$ cat src/rtl/sp_ctrl_pkg.sv
// Package: shared widths, address codes and the settings record for the
// serial control port. Assumes a fixed 7-bit command layout.
package sp_ctrl_pkg;
    localparam int CMD_W   = 7;
    localparam int DATA_W  = 8;
    localparam int TUNE_W  = 6;
    localparam int GAIN_W  = 7;
    localparam int BIAS_W  = 6;
    localparam int CLASS_W = 2;
    localparam int ADDR_W  = 3;

    localparam logic [ADDR_W-1:0] ADDR_TUNE = 3'b000;
    localparam logic [ADDR_W-1:0] ADDR_UPG  = 3'b001;
    localparam logic [ADDR_W-1:0] ADDR_MODG = 3'b010;
    localparam logic [ADDR_W-1:0] ADDR_BIAS = 3'b011;
    localparam logic [ADDR_W-1:0] ADDR_READ = 3'b111;

    typedef struct packed {
        logic [TUNE_W-1:0]  tune;
        logic               fwd;
        logic [GAIN_W-1:0]  upg;
        logic               chan;
        logic [GAIN_W-1:0]  modg;
        logic [CLASS_W-1:0] cls;
        logic [BIAS_W-1:0]  bias;
        logic               rx;
        logic               tx;
        logic               sd;
    } settings_t;
endpackage

$ cat src/rtl/sp_frame_rx.sv
// Frame receiver: finds the start bit, counts the 15 following samples and
// presents the command (after bit 7) and the data byte (after bit 15) as
// one-cycle strobes. Assumes sclk_fall is a one-cycle pulse in the clk domain.
module sp_frame_rx
    import sp_ctrl_pkg::*;
#(
    parameter int CW = CMD_W,
    parameter int DW = DATA_W
) (
    input  logic          clk,
    input  logic          rst_n,
    input  logic          cs_n,
    input  logic          sclk_fall,
    input  logic          sdi,
    output logic          busy,
    output logic          cmd_stb,
    output logic [CW-1:0] cmd_word,
    output logic          done_stb,
    output logic [DW-1:0] data_word
);
    localparam int BITS  = CW + DW;
    localparam int CNT_W = $clog2(BITS);
    localparam logic [CNT_W-1:0] CMD_LAST = CNT_W'(CW - 1);
    localparam logic [CNT_W-1:0] ALL_LAST = CNT_W'(BITS - 1);

    logic [CNT_W-1:0] cnt;
    logic [DW-2:0]    shreg;

    // Start detection, bit counting and field capture on falling sclk.
    always_ff @(posedge clk) begin
        if (!rst_n) begin
            busy      <= 1'b0;
            cnt       <= '0;
            shreg     <= '0;
            cmd_word  <= '0;
            data_word <= '0;
            cmd_stb   <= 1'b0;
            done_stb  <= 1'b0;
        end else begin
            cmd_stb  <= 1'b0;
            done_stb <= 1'b0;
            if (cs_n) begin
                busy <= 1'b0;
                cnt  <= '0;
            end else if (sclk_fall) begin
                if (!busy) begin
                    if (sdi) begin
                        busy      <= 1'b1;
                        cnt       <= '0;
                        shreg     <= '0;
                        cmd_word  <= '0;
                        data_word <= '0;
                    end
                end else begin
                    shreg <= {shreg[DW-3:0], sdi};
                    cnt   <= cnt + 1'b1;
                    if (cnt == CMD_LAST) begin
                        cmd_word <= {shreg[CW-2:0], sdi};
                        cmd_stb  <= 1'b1;
                    end
                    if (cnt == ALL_LAST) begin
                        data_word <= {shreg[DW-2:0], sdi};
                        done_stb  <= 1'b1;
                        busy      <= 1'b0;
                    end
                end
            end
        end
    end
endmodule

$ cat src/rtl/sp_setting_regs.sv
// Double-buffered settings: a completed frame updates the shadow copy from
// its address and command bits; a set load bit copies the resulting shadow
// into the active copy in the same cycle. Assumes done_stb is one cycle wide.
module sp_setting_regs
    import sp_ctrl_pkg::*;
#(
    parameter int CW = CMD_W,
    parameter int DW = DATA_W
) (
    input  logic          clk,
    input  logic          rst_n,
    input  logic          done_stb,
    input  logic [CW-1:0] cmd_word,
    input  logic [DW-1:0] data_word,
    output settings_t     active
);
    settings_t           shadow, shadow_nxt;
    logic [ADDR_W-1:0]   addr;
    logic                ld;

    assign addr = cmd_word[CW-1 -: ADDR_W];
    assign ld   = cmd_word[0];

    // Next shadow value from the address decode and the mode bits.
    always_comb begin
        shadow_nxt    = shadow;
        shadow_nxt.rx = cmd_word[3];
        shadow_nxt.tx = cmd_word[2];
        shadow_nxt.sd = cmd_word[1];
        case (addr)
            ADDR_TUNE: shadow_nxt.tune = data_word[TUNE_W-1:0];
            ADDR_UPG: begin
                shadow_nxt.fwd = data_word[DW-1];
                shadow_nxt.upg = data_word[GAIN_W-1:0];
            end
            ADDR_MODG: begin
                shadow_nxt.chan = data_word[DW-1];
                shadow_nxt.modg = data_word[GAIN_W-1:0];
            end
            ADDR_BIAS: begin
                shadow_nxt.cls  = data_word[DW-1 -: CLASS_W];
                shadow_nxt.bias = data_word[BIAS_W-1:0];
            end
            default: ;
        endcase
    end

    // Shadow update on every full frame, active copy only on load.
    always_ff @(posedge clk) begin
        if (!rst_n) begin
            shadow <= '0;
            active <= '0;
        end else if (done_stb) begin
            shadow <= shadow_nxt;
            if (ld) active <= shadow_nxt;
        end
    end
endmodule

$ cat src/rtl/sp_readout.sv
// Read shifter: captures the conversion result when a read command is
// decoded and presents one bit per rising sclk, MSB first, eight times.
// Assumes cmd_stb and sclk_rise never coincide.
module sp_readout
    import sp_ctrl_pkg::*;
#(
    parameter int DW = DATA_W
) (
    input  logic          clk,
    input  logic          rst_n,
    input  logic          cs_n,
    input  logic          sclk_rise,
    input  logic          rd_start,
    input  logic [DW-1:0] adc_code,
    output logic          sdo_q
);
    localparam int LEFT_W = $clog2(DW + 1);

    logic [DW-1:0]     sh;
    logic [LEFT_W-1:0] left;

    // Load on read decode, shift out on rising sclk, clear when deselected.
    always_ff @(posedge clk) begin
        if (!rst_n) begin
            sh    <= '0;
            left  <= '0;
            sdo_q <= 1'b0;
        end else if (cs_n) begin
            left  <= '0;
            sdo_q <= 1'b0;
        end else if (rd_start) begin
            sh   <= adc_code;
            left <= LEFT_W'(DW);
        end else if (sclk_rise && left != '0) begin
            sdo_q <= sh[DW-1];
            sh    <= {sh[DW-2:0], 1'b0};
            left  <= left - 1'b1;
        end
    end
endmodule

$ cat src/rtl/sp_ctrl_port.sv
// Top of the serial control port: edge detection of sclk in the clk domain,
// frame receiver, double-buffered settings, read shifter and the per-mode
// converter enables. Assumes cs_n, sclk, sdi are synchronous to clk and that
// each sclk level lasts at least two clk cycles.
module sp_ctrl_port
    import sp_ctrl_pkg::*;
(
    input  logic               clk,
    input  logic               rst_n,
    input  logic               cs_n,
    input  logic               sclk,
    input  logic               sdi,
    input  logic [DATA_W-1:0]  adc_code,
    output logic               sdo,
    output logic               sdo_oe,
    output logic [TUNE_W-1:0]  tune_code,
    output logic               fwd_sel,
    output logic [GAIN_W-1:0]  upgain_code,
    output logic               chan_direct,
    output logic [GAIN_W-1:0]  modgain_code,
    output logic [CLASS_W-1:0] pwr_class,
    output logic [BIAS_W-1:0]  bias_code,
    output logic               rx_en,
    output logic               tx_en,
    output logic               sdg,
    output logic               tune_en,
    output logic               upgain_en,
    output logic               modgain_en,
    output logic               bias_en
);
    logic              sclk_q, sclk_fall, sclk_rise;
    logic              busy, cmd_stb, done_stb, sdo_q, rd_start;
    logic [CMD_W-1:0]  cmd_word;
    logic [DATA_W-1:0] data_word;
    settings_t         act;

    // Previous sclk level for edge detection.
    always_ff @(posedge clk) begin
        if (!rst_n) sclk_q <= 1'b0;
        else        sclk_q <= sclk;
    end
    assign sclk_fall = sclk_q & ~sclk;
    assign sclk_rise = ~sclk_q & sclk;
    assign rd_start  = cmd_stb && (cmd_word[CMD_W-1 -: ADDR_W] == ADDR_READ);

    sp_frame_rx #(.CW(CMD_W), .DW(DATA_W)) u_rx (
        .clk, .rst_n, .cs_n, .sclk_fall, .sdi, .busy,
        .cmd_stb, .cmd_word, .done_stb, .data_word
    );

    sp_setting_regs #(.CW(CMD_W), .DW(DATA_W)) u_regs (
        .clk, .rst_n, .done_stb, .cmd_word, .data_word, .active(act)
    );

    sp_readout #(.DW(DATA_W)) u_rd (
        .clk, .rst_n, .cs_n, .sclk_rise, .rd_start, .adc_code, .sdo_q
    );

    assign sdo          = sdo_q & ~cs_n;
    assign sdo_oe       = ~cs_n;
    assign tune_code    = act.tune;
    assign fwd_sel      = act.fwd;
    assign upgain_code  = act.upg;
    assign chan_direct  = act.chan;
    assign modgain_code = act.modg;
    assign pwr_class    = act.cls;
    assign bias_code    = act.bias;
    assign rx_en        = act.rx;
    assign tx_en        = act.tx;
    assign sdg          = act.sd;

    // Converter enables from the active power mode and shutdown bit.
    always_comb begin
        tune_en    = 1'b0;
        upgain_en  = 1'b0;
        modgain_en = 1'b0;
        bias_en    = 1'b0;
        case ({act.rx, act.tx})
            2'b01: begin
                tune_en = 1'b1; upgain_en = 1'b1; modgain_en = 1'b1;
                bias_en = act.sd;
            end
            2'b10: begin
                tune_en = 1'b1; modgain_en = 1'b1;
            end
            2'b11: begin
                tune_en = 1'b1; bias_en = act.sd;
            end
            default: ;
        endcase
    end
endmodule

$ cat config.mk
export PLATFORM = sky130hd
export DESIGN_NAME = sp_ctrl_port
export DESIGN_NICKNAME = d
export VERILOG_FILES = /design/src/rtl/sp_ctrl_pkg.sv /design/src/rtl/sp_frame_rx.sv /design/src/rtl/sp_setting_regs.sv /design/src/rtl/sp_readout.sv /design/src/rtl/sp_ctrl_port.sv
export SDC_FILE = /design/constraint.sdc
export NUM_CORES = 1
export LEC_CHECK = 0
export ABC_AREA = 1
export BUFFER_PORTS_ARGS = -buffer_cell sky130_fd_sc_hd__buf_2
export CORE_MARGIN = 2
export CORE_UTILIZATION = 60
export CTS_CLUSTER_DIAMETER = 30
export DETAILED_ROUTE_END_ITERATION = 12
export GPL_TIMING_DRIVEN = 1
export PLACE_DENSITY = 0.78
export SYNTH_ARGS = -nofsm -noshare
export SYNTH_HDL_FRONTEND = slang
export SYNTH_SLANG_ARGS = --single-unit
$ cat constraint.sdc
create_clock -name clk -period 3.6 [get_ports clk]
set_clock_uncertainty 0.05 [all_clocks]
set_input_delay 0.18 -clock clk [delete_from_list [all_inputs] [get_ports clk]]
set_output_delay 0.18 -clock clk [all_outputs]
set_load 0.01 [all_outputs]
==> reports/results.tsv, run 1 <==
metric	value	unit
clockBufferDepth	2	
syn-cell-area	4680	µm²
die_y	92.3	µm
io_pins	52	
core-area	7650	µm²
grt_pass1_vias	3974	
status	complete, no violations	
syn-num-nets	719	
antenna_found_initial	0	
grt_max_degree	64	
rows	32	
overflow	0	
hold_path_class	in2reg	
arrival	2420	ps
fin_tns_setup	0	ps
synthTopCellsByArea	dfxtp_1 (45%), nor2_1 (14%), o21ai_0 (11%), nand2_1 (8.8%), inv_1 (8.7%)	
powerDensity	396	nW/µm²
report.final.setup_viol	0	
cts_buffers	9	
final_hold_viol_count	0	
clock-sinks	106	
firstDrtPassIters	5	
nNetsFinal	756	
syn_area_per_cell	6.69	µm²
grt_pass1_wl	17.1	mm
io_buffer_count	51	
clk_latency	370	ps
vias	4214	
cellLeakagePower	2.83	nW
wl_per_cell	11.6	µm
crit_type	reg2reg	
routed_wirelength	9.79	mm
diodes	0	
finalMaxSlewViolations	0	
maxCapViolations	0	
crit_fanout	12	
ir_drop	260	µV
start_util	61.2	%
place.gp.congestion	0.778	
slew_headroom	30.3	%
clkTransAtPathRegs	90	ps
cts_setup_buffers	0	
cts_max_level	3	
required	3800	ps
yosysTopAreaCell	dfxtp_1	
finalCriticalPeriod	2220	ps
total_power	2.06	mW
synthCells	700	
dp.final_hpwl	6.62	mm
ys_seq_elements	106	
drtIter0Drc	170	
ctsResizeCount	0	
die_w	92.3	µm
holdWs	39.3	ps
grt_setup_unrepaired	false	
vias_per_cell	4.99	
fin_crit_sh	61.6	%
ctsHoldBuffers	2	
areaGrowthSynthToFinish	11.0	%
remaining_drc_errors	0	
cp-start-kind	flop	
worst_setup_path_end_kind	flop	
final_util	68.0	%
final_antenna_net_count	0	
yosysSeqAreaShare	45.3	%
yosys.area.top_type_share	45.3	%
die_area	8520	µm²
yosysUniqueCellTypes	25	
worst_pin_slew	1040	ps
max_freq	0.451	GHz
yosys_warnings	0	
tritoncts	built	
layout-drive-gt1-share	10.8	%
grt.total_usage	24.7	%
ctsRootBufferMaster	clkbuf_8	
-- stage by stage --
step	worst slack, ps	instance area [µm²]	cells
after global placement	1450	4950	826
after detailed placement	1400	4950	826
after global routing	1050	5200	844
after CTS	1380	5200	844
final	1380	5200	844
after floorplan	2230	4680	700
-- placed cells by master, fill, tap and decap left out, types with 2 or more instances in the layout --
cell type	synthesis	final
buf_4	1	3
nor2_2	2	2
inv_1	108	108
nand3_1	13	13
bufinv_16	0	2
clkbuf_8	0	11
o21ai_1	8	8
nor3_1	2	2
ha_1	6	6
dfxtp_1	106	106
o21ai_0	103	103
inv_2	2	2
nand2_2	3	3
nor2_1	180	180
dlygate4sd3_1	0	2
nand2_1	110	110
nand2_4	2	2
buf_2	11	51
a21oi_1	17	17
xor2_1	3	3
-- layout make-up --
cell class,count,area [µm²]
fill,670,2450
sequential,106,2120
multi-input combinational,453,2000
inverter,111,419
timing repair buffer,56,298
clock buffer,12,155
tap,102,128
clock inverter,4,73.8
-- critical path: stages, from the launching register on --
cell and delay, ps:
dfxtp_1 590, nor2_1 110, nor2_1 590, nand2_1 430
o21ai_0 260, nor2_1 70
-- cells in the mapped netlist (all sizes together) --
library cell and instances:
nor2 183, nand2 115, inv 111, o21ai 111
dfxtp 106, a21oi 17, clkbuf 16, buf 14
nand3 13, ha 6, xor2 3, nor3 2
a211oi 1, nand3b 1, o21a 1
-- kinds of logic after synthesis --
family / synth area share [%]
AND/OR/NAND/NOR: 26.6
adder cells (fa/ha/maj): 1.60
buffers and inverters: 11.9
AO/OA/AOI/OAI: 14.0
flip-flops: 45.3
XOR/XNOR: 0.561
-- final timing paths --
check | start | to | slack (ps) | cells past startpoint
setup / recovery | u_rx.busy | u_rx.cmd_word[3] | 1380 | 5
setup reg to reg | u_rx.busy | u_rx.cmd_word[3] | 1380 | 5
hold reg to reg | u_rx.cmd_word[1] | u_regs.active[0] | 410 | 2
hold / removal | sdi | u_rx.busy | 40 | 3
-- sequential cells by signal, indices dropped and copies added, names as in the netlist --
signal	flops
sclk_q	1
u_rx.busy	1
u_regs.shadow	30
u_rx.shreg	7
u_rx.done_stb	1
u_rx.cnt	4
u_rx.cmd_stb	1
u_rd.sdo_q	1
u_rx.data_word	8
u_rx.cmd_word	7
u_rd.left	4
u_regs.active	33
u_rd.sh	8
-- power breakdown --
part | internal [mW] | total (mW) | switching (mW)
logic | 0.0150 | 0.0581 | 0.0431
registers | 1.18 | 1.18 | 0.00358
clock network | 0.430 | 0.820 | 0.389
total | 1.62 | 2.06 | 0.436
-- per-layer routing --
layer	GRT usage [%]	part of all wire [%]	up-vias
met1	29.6	45	1888
met3	4.15	4.2	19
met4	11.1	2.2	0
met5	0	0	-
li1	-	-	2206
met2	43.2	49	101
No activity file was read; power rests on OpenSTA's default activity.
==> run 2, diff against run 1 <==
--- a/config.mk
+++ b/config.mk
@@ -8,11 +8,11 @@
 export ABC_AREA = 1
 export BUFFER_PORTS_ARGS = -buffer_cell sky130_fd_sc_hd__buf_2
 export CORE_MARGIN = 2
-export CORE_UTILIZATION = 60
+export CORE_UTILIZATION = 58
 export CTS_CLUSTER_DIAMETER = 30
 export DETAILED_ROUTE_END_ITERATION = 12
 export GPL_TIMING_DRIVEN = 1
-export PLACE_DENSITY = 0.78
+export PLACE_DENSITY = 0.76
 export SYNTH_ARGS = -nofsm -noshare
 export SYNTH_HDL_FRONTEND = slang
 export SYNTH_SLANG_ARGS = --single-unit
==> constraint.sdc (replaced) <==
create_clock -name clk -period 2.2 [get_ports clk]
set_clock_uncertainty 0.05 [all_clocks]
set_input_delay 0.11 -clock clk [delete_from_list [all_inputs] [get_ports clk]]
set_output_delay 0.11 -clock clk [all_outputs]
set_load 0.01 [all_outputs]
==> reports/results.tsv, run 2 (same netlist as run 1, synthesis figures left out) <==
metric	value	unit	change
status	complete, no violations		
largest_register_ffs	33		unchanged
cellLeakagePower	2.84	nW	+0.10%
final_antenna_net_count	0		unchanged
wl_per_cell	11.3	µm	-2.7%
max_freq	0.624	GHz	+38%
tritoncts	built		
die_y	93.8	µm	+1.6%
start_util	60.3	%	-0.95 points
drtIter0Drc	180		+5.9%
final_cell_mix	nor2_1 (180), nand2_1 (110), inv_1 (108)		
nNetsFinal	761		+0.66%
cts_buffers	9		unchanged
final_hold_viol_count	0		unchanged
cp-start-kind	flop		
reg.largest.list	u_regs.active (33), u_regs.shadow (30)		
core-area	7770	µm²	+1.6%
layout-drive-gt1-share	11.1	%	+0.33 points
ctsResizeCount	0		unchanged
grt.total_usage	23.7	%	-0.99 points
worst_setup_path_end_kind	flop		
areaGrowthSynthToFinish	11.4	%	
top_register	u_regs.active		
die_area	8810	µm²	+3.3%
grt_max_degree	62		-3.1%
clockBufferDepth	2		unchanged
diodes	0		unchanged
finalMaxSlewViolations	0		unchanged
rows	32		unchanged
crit_fanout	16		+4
routed_wirelength	9.58	mm	-2.1%
required	2470	ps	-1330 ps
arrival	1870	ps	-550 ps
io_pins	52		unchanged
powerDensity	623	nW/µm²	+57%
grt_pass1_vias	3936		-0.96%
dp.final_hpwl	6.63	mm	+0.19%
vias	4170		-1.0%
worst_pin_slew	829	ps	-215 ps
report.final.setup_viol	0		unchanged
firstDrtPassIters	4		-1
crit_type	reg2reg		
slew_headroom	44.7	%	+14 points
holdWs	14.6	ps	-24.7 ps
place.gp.congestion	0.817		+5.1%
hold_path_class	in2reg		
fin_tns_setup	0	ps	unchanged
ctsRootBufferMaster	clkbuf_8		
remaining_drc_errors	0		unchanged
clkTransAtPathRegs	100	ps	about the same
vias_per_cell	4.91		-1.6%
fin_crit_sh	72.9	%	+11 points
grt_pass1_wl	16.8	mm	-1.7%
finalCriticalPeriod	1600	ps	-613 ps
cts_max_level	3		unchanged
grt_setup_unrepaired	false		
ir_drop	336	µV	+29%
clk_latency	370	ps	about the same
maxCapViolations	0		unchanged
overflow	0		unchanged
antenna_found_initial	0		unchanged
final_common_cell	nor2_1		
clock-sinks	106		unchanged
die_w	93.8	µm	+1.6%
io_buffer_count	51		unchanged
## run 2: cell count changes in the layout (fill, tap and decap cells not counted), sizes merged
cell	previous run	this run
dlygate4sd3	2	4
clkinv	2	1
clkinvlp	0	2
bufinv	2	1
buf	54	57
inv	111	112
clkbuf	12	11
## run 2: critical path: stages, from the launching register on
cell	delay [ps]
dfxtp_1	410
nand3_1	450
o21ai_0	410
o21ai_0	140
inv_1	80
## run 2: final cells by class
class | instances | area (µm²)
clock buffers | 11 | 141
repair buffers | 61 | 340
multi-input cells | 453 | 2000
flip-flops and latches | 106 | 2120
well taps | 102 | 128
clock inverters | 5 | 62.6
inverters | 111 | 419
fillers | 702 | 2550
## run 2: final timing paths
check	from	end	slack (ps)	cells past startpoint
worst min register to register	u_rx.cmd_word[1]	u_regs.active[0]	420	2
worst min-delay path	adc_code[1]	u_rd.sh[1]	10	5
worst max-delay path	u_rx.cmd_word[4]	u_regs.shadow[10]	600	4
worst max register to register	u_rx.cmd_word[4]	u_regs.shadow[10]	600	4
## run 2: what timing repair did
action / CTS / global route
hold endpoints to repair: 4 / 0
hold buffers: 4 / 0
buffers inserted: 0 / 0
## run 2: stage by stage
stage          utilization, %  setup WS [ps]  power [mW]  instances  cell area (µm²)
5_1_grt                  67.1            364        3.37        849             5220
4_1_cts                  67.1            577        3.28        849             5220
6_report                 67.1            597        3.25        849             5220
3_5_place_dp             64.0            603        2.07        829             4970
2_1_floorplan               -            833        2.04        700             4680
3_3_place_gp             64.0            645        2.07        829             4970
## run 2: power breakdown
group | switching, mW | internal, mW | leakage (nW) | total (mW)
Combinational | 0.0706 | 0.0296 | 1.89 | 0.100
Sequential | 0.00593 | 1.93 | 0.854 | 1.93
Clock | 0.654 | 0.564 | 0.0962 | 1.22
Total | 0.731 | 2.52 | 2.84 | 3.25
## run 2: per-layer routing
metal	wire, µm	track usage (%)
met1	4210	26.8
met2	4760	43.0
met3	374	4.25
met4	239	10.6
met5	0	0
==> run 3, diff against run 2 <==
--- a/config.mk
+++ b/config.mk
@@ -8,11 +8,11 @@
 export ABC_AREA = 1
 export BUFFER_PORTS_ARGS = -buffer_cell sky130_fd_sc_hd__buf_2
 export CORE_MARGIN = 2
-export CORE_UTILIZATION = 58
+export CORE_UTILIZATION = 52
 export CTS_CLUSTER_DIAMETER = 30
 export DETAILED_ROUTE_END_ITERATION = 12
 export GPL_TIMING_DRIVEN = 1
-export PLACE_DENSITY = 0.76
+export PLACE_DENSITY = 0.72
 export SYNTH_ARGS = -nofsm -noshare
 export SYNTH_HDL_FRONTEND = slang
 export SYNTH_SLANG_ARGS = --single-unit
==> constraint.sdc (replaced) <==
create_clock -name clk -period 1.4 [get_ports clk]
set_clock_uncertainty 0.05 [all_clocks]
set_input_delay 0.07 -clock clk [delete_from_list [all_inputs] [get_ports clk]]
set_output_delay 0.07 -clock clk [all_outputs]
set_load 0.01 [all_outputs]
==> reports/results.tsv, run 3 (same netlist as run 1, synthesis figures left out) <==
metric	value	unit	change
routed_wirelength	10.2	mm	+6.1%
nNetsFinal	794		+4.3%
powerDensity	889	nW/µm²	+43%
worst_pin_slew	329	ps	-500 ps
status	complete, no violations		
grt_pass1_wl	17.1	mm	+1.7%
die_w	98.9	µm	+5.4%
place.gp.congestion	0.829		+1.4%
clockPowerShare	35.0	%	-2.5 points
crit_fanout	4		-12
final_hold_viol_count	0		unchanged
clock-sinks	106		unchanged
worst_setup_path_end_kind	output pin		
report.final.setup_viol	0		unchanged
die_area	9780	µm²	+11%
multi_input_area	2090	µm²	+4.6%
hold_path_class	in2reg		
total_power	4.98	mW	+53%
layout-drive-gt1-share	17.1	%	+5.9 points
place_area	5200	µm²	+4.6%
cp-start-kind	flop		
arrival	1230	ps	-640 ps
top_register	u_regs.active		
dp.final_hpwl	7.05	mm	+6.2%
io_pins	52		unchanged
reg.largest.list	u_regs.active (33), u_regs.shadow (30)		
max_freq	0.738	GHz	
p_int	3.75	mW	+49%
areaGrowthSynthToFinish	19.7	%	
vias_per_cell	4.91		about the same
maxCapViolations	0		unchanged
sw_frac_of_total	24.7	%	+2.2 points
largest_register_ffs	33		unchanged
antenna_found_initial	0		unchanged
p_sw	1.23	mW	+68%
final_util	64.3	%	-2.9 points
grt.total_usage	21.2	%	-2.5 points
finalCriticalPeriod	1350	ps	
grt_max_degree	63		+1.6%
wl_per_cell	11.4	µm	+1.4%
slew_headroom	77.8	%	+33 points
register_area	2130	µm²	+0.24%
cts_buffers	9		unchanged
final_antenna_net_count	0		unchanged
remaining_drc_errors	0		unchanged
clkTransAtPathRegs	100	ps	about the same
fin_area	5600	µm²	+7.5%
cts_setup_buffers	0		unchanged
holdWs	14.4	ps	-0.118 ps
grt_pass1_vias	3917		-0.48%
overflow	0		unchanged
final_cell_mix	nor2_1 (176), inv_1 (106), nand2_1 (104)		
core-area	8720	µm²	+12%
required	1280	ps	-1190 ps
cts_max_level	3		unchanged
fin_crit_sh	96.8	%	
grt_setup_unrepaired	true		
tritoncts	built		
seqPwrFrac	60.9	%	+1.5 points
diodes	0		unchanged
die_y	98.9	µm	+5.4%
ir_drop	521	µV	+55%
final_common_cell	nor2_1		
finalMaxSlewViolations	0		unchanged
clk_latency	370	ps	about the same
place_ws	-45.3	ps	-649 ps
clockBufferDepth	2		unchanged
comb_power_share	4.1	%	+1.0 points
ctsRootBufferMaster	clkbuf_8		
crit_type	reg2out		
drtIter0Drc	201		+12%
rows	34		+6.3%
final.setup.worst_slack	45.0	ps	-552 ps
firstDrtPassIters	4		unchanged
start_util	53.7	%	-6.6 points
cellLeakagePower	2.98	nW	+5.1%
io_buffer_count	51		unchanged
vias	4364		+4.7%
num-fill-cells	809		+15%
## run 3: cell types whose count changed in the layout (fill, tap and decap cells not counted), sizes merged
cell	before	now
clkbuf	11	9
clkinvlp	2	6
bufinv	1	0
clkinv	1	0
dlygate4sd3	4	10
buf	57	84
## run 3: path summary, 6_finish.rpt
path | start | to | slack [ps] | cells after the start
max | u_regs.active[1] | modgain_en | 50 | 3
min | adc_code[5] | u_rd.sh[5] | 10 | 5
max reg2reg | u_rx.cmd_word[6] | u_regs.shadow[8] | 80 | 8
min reg2reg | u_rx.cmd_word[1] | u_regs.active[0] | 410 | 2
## run 3: metrics by stage
step                      TNS, ps  cells
after detailed placement     -210    861
after floorplan                 0    700
after global placement          0    861
after global routing        -58.2    888
after CTS                       0    887
final                           0    888
## run 3: area by class of cell
type | count | share of cell area, %
clock buffers | 9 | 2.21
multi-input cells | 453 | 37.4
inverters | 111 | 7.52
clock inverters | 7 | 0.960
flip-flops and latches | 106 | 38.0
repair buffers | 94 | 11.6
well taps | 108 | 2.41
## run 3: routing by layer
metal  track usage, %  vias to the layer above  wire length [µm]
li1                 -                     2280                 -
met4             8.32                        0               214
met1             25.3                     1967              4500
met5                0                        -                 0
met3             3.19                       18               462
met2             38.1                       99              4980
## run 3: power groups by stage
stage	clock, mW	sequential, mW	combinational [mW]
floorplan	0	3.10	0.102
global placement	0	3.10	0.164
detailed placement	0	3.11	0.167
CTS	1.78	3.04	0.188
global route	1.89	3.04	0.226
finish	1.74	3.04	0.205
## run 3: timing repair
item / in CTS / in global routing
endpoints found under the setup margin: 9 / 93
pin swaps: 0 / 11
hold endpoints to repair: 11 / 0
resized for setup: 5 / 72
hold buffers: 10 / 0
cloned: 0 / 1
## run 3: worst max-delay path, cell delays in order (launching register included)
cell     delay (ps)
dfxtp_2         390
inv_1            70
ha_1            270
buf_2           140
